`config.mk`:
```
export PLATFORM = sky130hd
export DESIGN_NAME = als_unit
export DESIGN_NICKNAME = d
export VERILOG_FILES = /design/src/rtl/als_pkg.sv /design/src/rtl/als_y_select.sv /design/src/rtl/als_ripple_adder.sv /design/src/rtl/als_logic_unit.sv /design/src/rtl/als_shifter.sv /design/src/rtl/als_unit.sv
export SDC_FILE = /design/constraint.sdc
export NUM_CORES = 1
export LEC_CHECK = 0
export ABC_AREA = 1
export BUFFER_PORTS_ARGS = -buffer_cell sky130_fd_sc_hd__buf_2
export CAP_MARGIN = 20
export CORE_ASPECT_RATIO = 1.1
export CORE_MARGIN = 2
export CORE_UTILIZATION = 48
export CTS_CLUSTER_DIAMETER = 80
export DETAILED_ROUTE_END_ITERATION = 6
export PLACE_DENSITY_LB_ADDON = 0.08
export SYNTH_ARGS = -nofsm -noshare
export SYNTH_HDL_FRONTEND = slang
export SYNTH_SLANG_ARGS = --single-unit
```
`constraint.sdc`:
```
create_clock -name clk -period 0.8 [get_ports clk]
set_input_delay 0.16 -clock clk [delete_from_list [all_inputs] [get_ports clk]]
set_output_delay 0.16 -clock clk [all_outputs]
set_load 0.02 [all_outputs]
```
`src/rtl/als_pkg.sv`:
```
package als_pkg;

  typedef enum logic [1:0] {
    GRP_ARITH_A = 2'b00,
    GRP_ARITH_B = 2'b01,
    GRP_LOGIC   = 2'b10,
    GRP_SHIFT   = 2'b11
  } als_grp_e;

  typedef enum logic [1:0] {
    YSEL_B    = 2'b00,
    YSEL_NOTB = 2'b01,
    YSEL_ZERO = 2'b10,
    YSEL_ONES = 2'b11
  } als_ysel_e;

  typedef enum logic [1:0] {
    LOP_AND  = 2'b00,
    LOP_OR   = 2'b01,
    LOP_XOR  = 2'b10,
    LOP_NOTA = 2'b11
  } als_lop_e;

  function automatic logic grp_is_arith(input logic [1:0] grp);
    return (grp[1] == 1'b0);
  endfunction

endpackage

```
`src/rtl/als_y_select.sv`:
```
module als_y_select #(
  parameter int W = 8
) (
  input  logic [W-1:0] b_in,
  input  logic [1:0]   sel,
  output logic [W-1:0] y_out
);
  import als_pkg::*;

  always_comb begin
    unique case (als_ysel_e'(sel))
      YSEL_B:    y_out = b_in;
      YSEL_NOTB: y_out = ~b_in;
      YSEL_ZERO: y_out = '0;
      YSEL_ONES: y_out = '1;
      default:   y_out = b_in;
    endcase
  end

endmodule

```
`src/rtl/als_ripple_adder.sv`:
```
module als_ripple_adder #(
  parameter int W = 8
) (
  input  logic [W-1:0] x_in,
  input  logic [W-1:0] y_in,
  input  logic         c_in,
  output logic [W-1:0] sum,
  output logic         c_out
);
  logic [W:0] chain;

  assign chain[0] = c_in;

  for (genvar i = 0; i < W; i++) begin : g_stage
    logic prop;
    logic gen;
    assign prop         = x_in[i] ^ y_in[i];
    assign gen          = x_in[i] & y_in[i];
    assign sum[i]       = prop ^ chain[i];
    assign chain[i + 1] = gen | (prop & chain[i]);
  end

  assign c_out = chain[W];

endmodule

```
`src/rtl/als_logic_unit.sv`:
```
module als_logic_unit #(
  parameter int W = 8
) (
  input  logic [W-1:0] a_in,
  input  logic [W-1:0] b_in,
  input  logic [1:0]   sel,
  output logic [W-1:0] f_out
);
  import als_pkg::*;

  for (genvar i = 0; i < W; i++) begin : g_bit
    logic [3:0] cand;
    assign cand[LOP_AND]  = a_in[i] & b_in[i];
    assign cand[LOP_OR]   = a_in[i] | b_in[i];
    assign cand[LOP_XOR]  = a_in[i] ^ b_in[i];
    assign cand[LOP_NOTA] = ~a_in[i];
    assign f_out[i]       = cand[sel];
  end

endmodule

```
`src/rtl/als_shifter.sv`:
```
module als_shifter #(
  parameter int W = 8
) (
  input  logic [W-1:0] a_in,
  input  logic         go_left,
  output logic [W-1:0] s_out
);
  logic [W-1:0] to_right;
  logic [W-1:0] to_left;

  assign to_right = {1'b0, a_in[W-1:1]};
  assign to_left  = {a_in[W-2:0], 1'b0};
  assign s_out    = go_left ? to_left : to_right;

endmodule

```
`src/rtl/als_unit.sv`:
```
module als_unit #(
  parameter int W       = 8,
  parameter bit REG_OUT = 1'b1
) (
  input  logic         clk,
  input  logic         rst_n,
  input  logic         ld_en,
  input  logic [W-1:0] opa,
  input  logic [W-1:0] opb,
  input  logic         cin,
  input  logic [1:0]   grp_sel,
  input  logic [1:0]   op_sel,
  output logic [W-1:0] res_q,
  output logic         cout_q
);
  import als_pkg::*;

  logic [W-1:0] y_opnd;
  logic [W-1:0] arith_res;
  logic         arith_cout;
  logic [W-1:0] logic_res;
  logic [W-1:0] shift_res;
  logic [W-1:0] res_d;
  logic         cout_d;

  als_y_select #(.W(W)) u_ysel (
    .b_in  (opb),
    .sel   (op_sel),
    .y_out (y_opnd)
  );

  als_ripple_adder #(.W(W)) u_add (
    .x_in  (opa),
    .y_in  (y_opnd),
    .c_in  (cin),
    .sum   (arith_res),
    .c_out (arith_cout)
  );

  als_logic_unit #(.W(W)) u_lgc (
    .a_in  (opa),
    .b_in  (opb),
    .sel   (op_sel),
    .f_out (logic_res)
  );

  als_shifter #(.W(W)) u_shf (
    .a_in    (opa),
    .go_left (op_sel[0]),
    .s_out   (shift_res)
  );

  // group multiplexer: next value of the destination register
  always_comb begin
    res_d  = arith_res;
    cout_d = 1'b0;
    unique case (als_grp_e'(grp_sel))
      GRP_ARITH_A, GRP_ARITH_B: begin
        res_d  = arith_res;
        cout_d = arith_cout;
      end
      GRP_LOGIC: res_d = logic_res;
      GRP_SHIFT: res_d = shift_res;
      default:   res_d = arith_res;
    endcase
  end

  if (REG_OUT) begin : g_reg
    always_ff @(posedge clk or negedge rst_n) begin
      if (!rst_n) begin
        res_q  <= '0;
        cout_q <= 1'b0;
      end else if (ld_en) begin
        res_q  <= res_d;
        cout_q <= cout_d;
      end
    end
  end else begin : g_comb
    assign res_q  = res_d;
    assign cout_q = cout_d;
  end

endmodule

```
==> metrics.txt <==
Netlist cell types 20; routed wire length roughly 4 mm; # setup viols final 18; TritonCTS clock tree yes; Worst Setup End Kind flop; Worst Path Max Fanout 4; die span in x 54.0 um; Final Hold Viols 0; io pins 33; Routed WL per cell 13.5 um; Synth Area per Inst 6.83 um2; combinational share of power 0.564; Starting Density 0.518; post-synthesis mux area share 0; leakage 1.04 nW; Clock Sinks 9; Switch Pwr 886 uW; Simple-Gate Fraction of Synth Area 0.290; Post-Synth Adder-Cell Area 0.273; Residual DRC 0; clock root cell clkbuf_4; Post-Synth XOR/XNOR Area 0; port bufs 32; total nets after synthesis 241; pin count of the biggest net entering global routing 15; post-DP HPWL 3.02 mm; failing checks setup timing; Core Box Area 0.00254 mm2; internal power 1.34 mW; Rel. slew slack 0.780; total track usage 0.266; Post-Syn Instances 193; Cell Area, Synth 0.00132 mm2; Period minus WS final around 3500 ps; Critical Path AT about 3600 ps; Max Cap Viol 0; worst-margin pin slew 329 ps; Seq/Total Area, Yosys 0.171; period utilization 4.35; P per Cell Area 1110 mW/mm2; first-pass GRT wire length 6.18 mm; First-pass DRT Iterations 6; Synth Register Bits 9; status finished with violations; vias in the first global route 1,497; CTS H-Tree Depth 1; largest family of logic cells by synthesized area simple AND/OR/NAND/NOR gates; sequential share of power 0.264; worst-skew pair later-pin latency 270 ps; die area 0.00318 mm2; worst hold path type in -> async; clock-pin slew on the worst setup and hold paths 70 ps; fin nets 315; share of cells above drive strength 1 0.395; area grow syn2layout 51.5%; DRT iter0 DRCs 74; CTS buffer count 3; Sw Ratio 0.399; Via Count between 1.5k and 2k; final slew viol count 0; routability congestion estimate between 0.9 and 1; vias per inst between 5 and 6; synth warn 0; DP Worst Slack -2990 ps; crit start category input pin; antenna viol nets, final 0; fmax between 0.2 and 0.3 GHz; hold_ws ~270 ps; Final Worst Setup Slack -2680 ps; Worst Clk Skew 0 ps; antenna violations before repair 0; peak supply drop 1.11 mV; WS Path Type in -> reg; grt total ovfl 0; worst-case clock buffer depth 2; Core Rows 19; Vert. Die Dim between 50 and 60 um; CP required 960 ps; share of total power in the clock network 0.171; post-synthesis compound-gate area fraction 0.157; n_diodes 0; unrepaired setup endpoints after global routing yes
-- per-stage QoR --
step           TNS, ps  instance area [um2]  power (mW)  utilization  cells
2_1_floorplan   -16710                 1410        1.19            -    193
3_3_place_gp    -17300                 1800        1.56        0.709    287
3_5_place_dp    -17710                 1800        1.60        0.709    287
4_1_cts         -15940                 1950        2.14        0.767    294
5_1_grt         -16760                 2000        2.39        0.786    297
6_report        -15780                 2000        2.22        0.786    297
-- critical path, cell delays in order --
cell and delay, ps:
buf_12 110, clkinv_8 50, nand2_8 50, nand2_4 60
nand2_2 40, o21ai_2 60, fa_2 210, inv_2 40
fa_2 330, fa_2 340, fa_2 350, fa_2 350
fa_2 360, fa_2 360, fa_2 540, o21ai_2 60
nor2_1 90, a21oi_1 70
-- layout by cell type (no fill, tap or decap), drive strengths merged --
cell type    instances
a21oi               14
ha                  16
o22ai                1
buf                 75
fa                   8
nor3                 1
clkbuf               4
nand2               53
clkinv               2
nor2                30
nand3                9
o21ai               24
dfrtp                9
dlygate4sd3          1
inv                 19
-- what timing repair did --
| item | CTS | global route |
|---|---|---|
| hold buffers | 1 | 0 |
| endpoints found under the hold margin | 9 | 0 |
| setup buffers | 2 | 3 |
| gates resized for setup | 29 | 8 |
| pin swaps | 1 | 6 |
| endpoints found under the setup margin | 18 | 18 |
-- worst paths after layout --
kind	startpoint	endpoint	slack, ps	cells after the start
setup / recovery	op_sel[1]	res_q[7]	-2680	18
hold / removal	rst_n	res_q[2]	270	2
setup reg to reg	res_q[6]	res_q[6]	-30	3
hold reg to reg	res_q[7]	res_q[7]	570	2
max in group asynchronous	rst_n	res_q[1]	330	2
min in group clk	grp_sel[0]	res_q[7]	290	4
-- power groups by stage --
stage | registers, mW | clock network [mW] | logic, mW
2_1_floorplan | 0.666 | 0 | 0.527
3_3_place_gp | 0.569 | 0 | 0.987
3_5_place_dp | 0.574 | 0 | 1.03
4_1_cts | 0.584 | 0.378 | 1.17
5_1_grt | 0.592 | 0.411 | 1.39
6_report | 0.587 | 0.380 | 1.25
-- cell type report --
type,count,area (um2)
multi-input combinational,156,1020
tap,31,38.8
fill,189,546
clock buffer,4,26.3
timing repair buffer,76,579
sequential,9,225
inverter,21,104
-- cell families after synthesis --
kind of cell / Yosys count
AO/OA/AOI/OAI: 39
adder cells (fa/ha/maj): 24
buffers and inverters: 28
flip-flops: 9
AND/OR/NAND/NOR: 93
-- sequential cells by signal (all words and copies together) (netlist names) --
register,count
cout_q,1
res_q,8
-- layer usage --
| layer | share of wire | global-route usage |
|---|---|---|
| met1 | 0.39 | 0.311 |
| met2 | 0.52 | 0.486 |
| met3 | 0.072 | 0.0480 |
| met4 | 0.016 | 0.0750 |
| met5 | 0 | 0 |
-- Yosys cell counts, drive strengths merged --
| cell type | count | area [um2] |
|---|---|---|
| dfrtp | 9 | 225 |
| clkbuf | 1 | 3.75 |
| nor3 | 1 | 5.00 |
| inv | 21 | 81.3 |
| nor2 | 30 | 129 |
| nand3 | 9 | 45.0 |
| ha | 16 | 200 |
| buf | 6 | 57.6 |
| a21oi | 14 | 81.3 |
| fa | 8 | 160 |
| o22ai | 1 | 6.26 |
| nand2 | 53 | 204 |
| o21ai | 24 | 120 |
No activity file was read; power rests on OpenSTA's default activity.
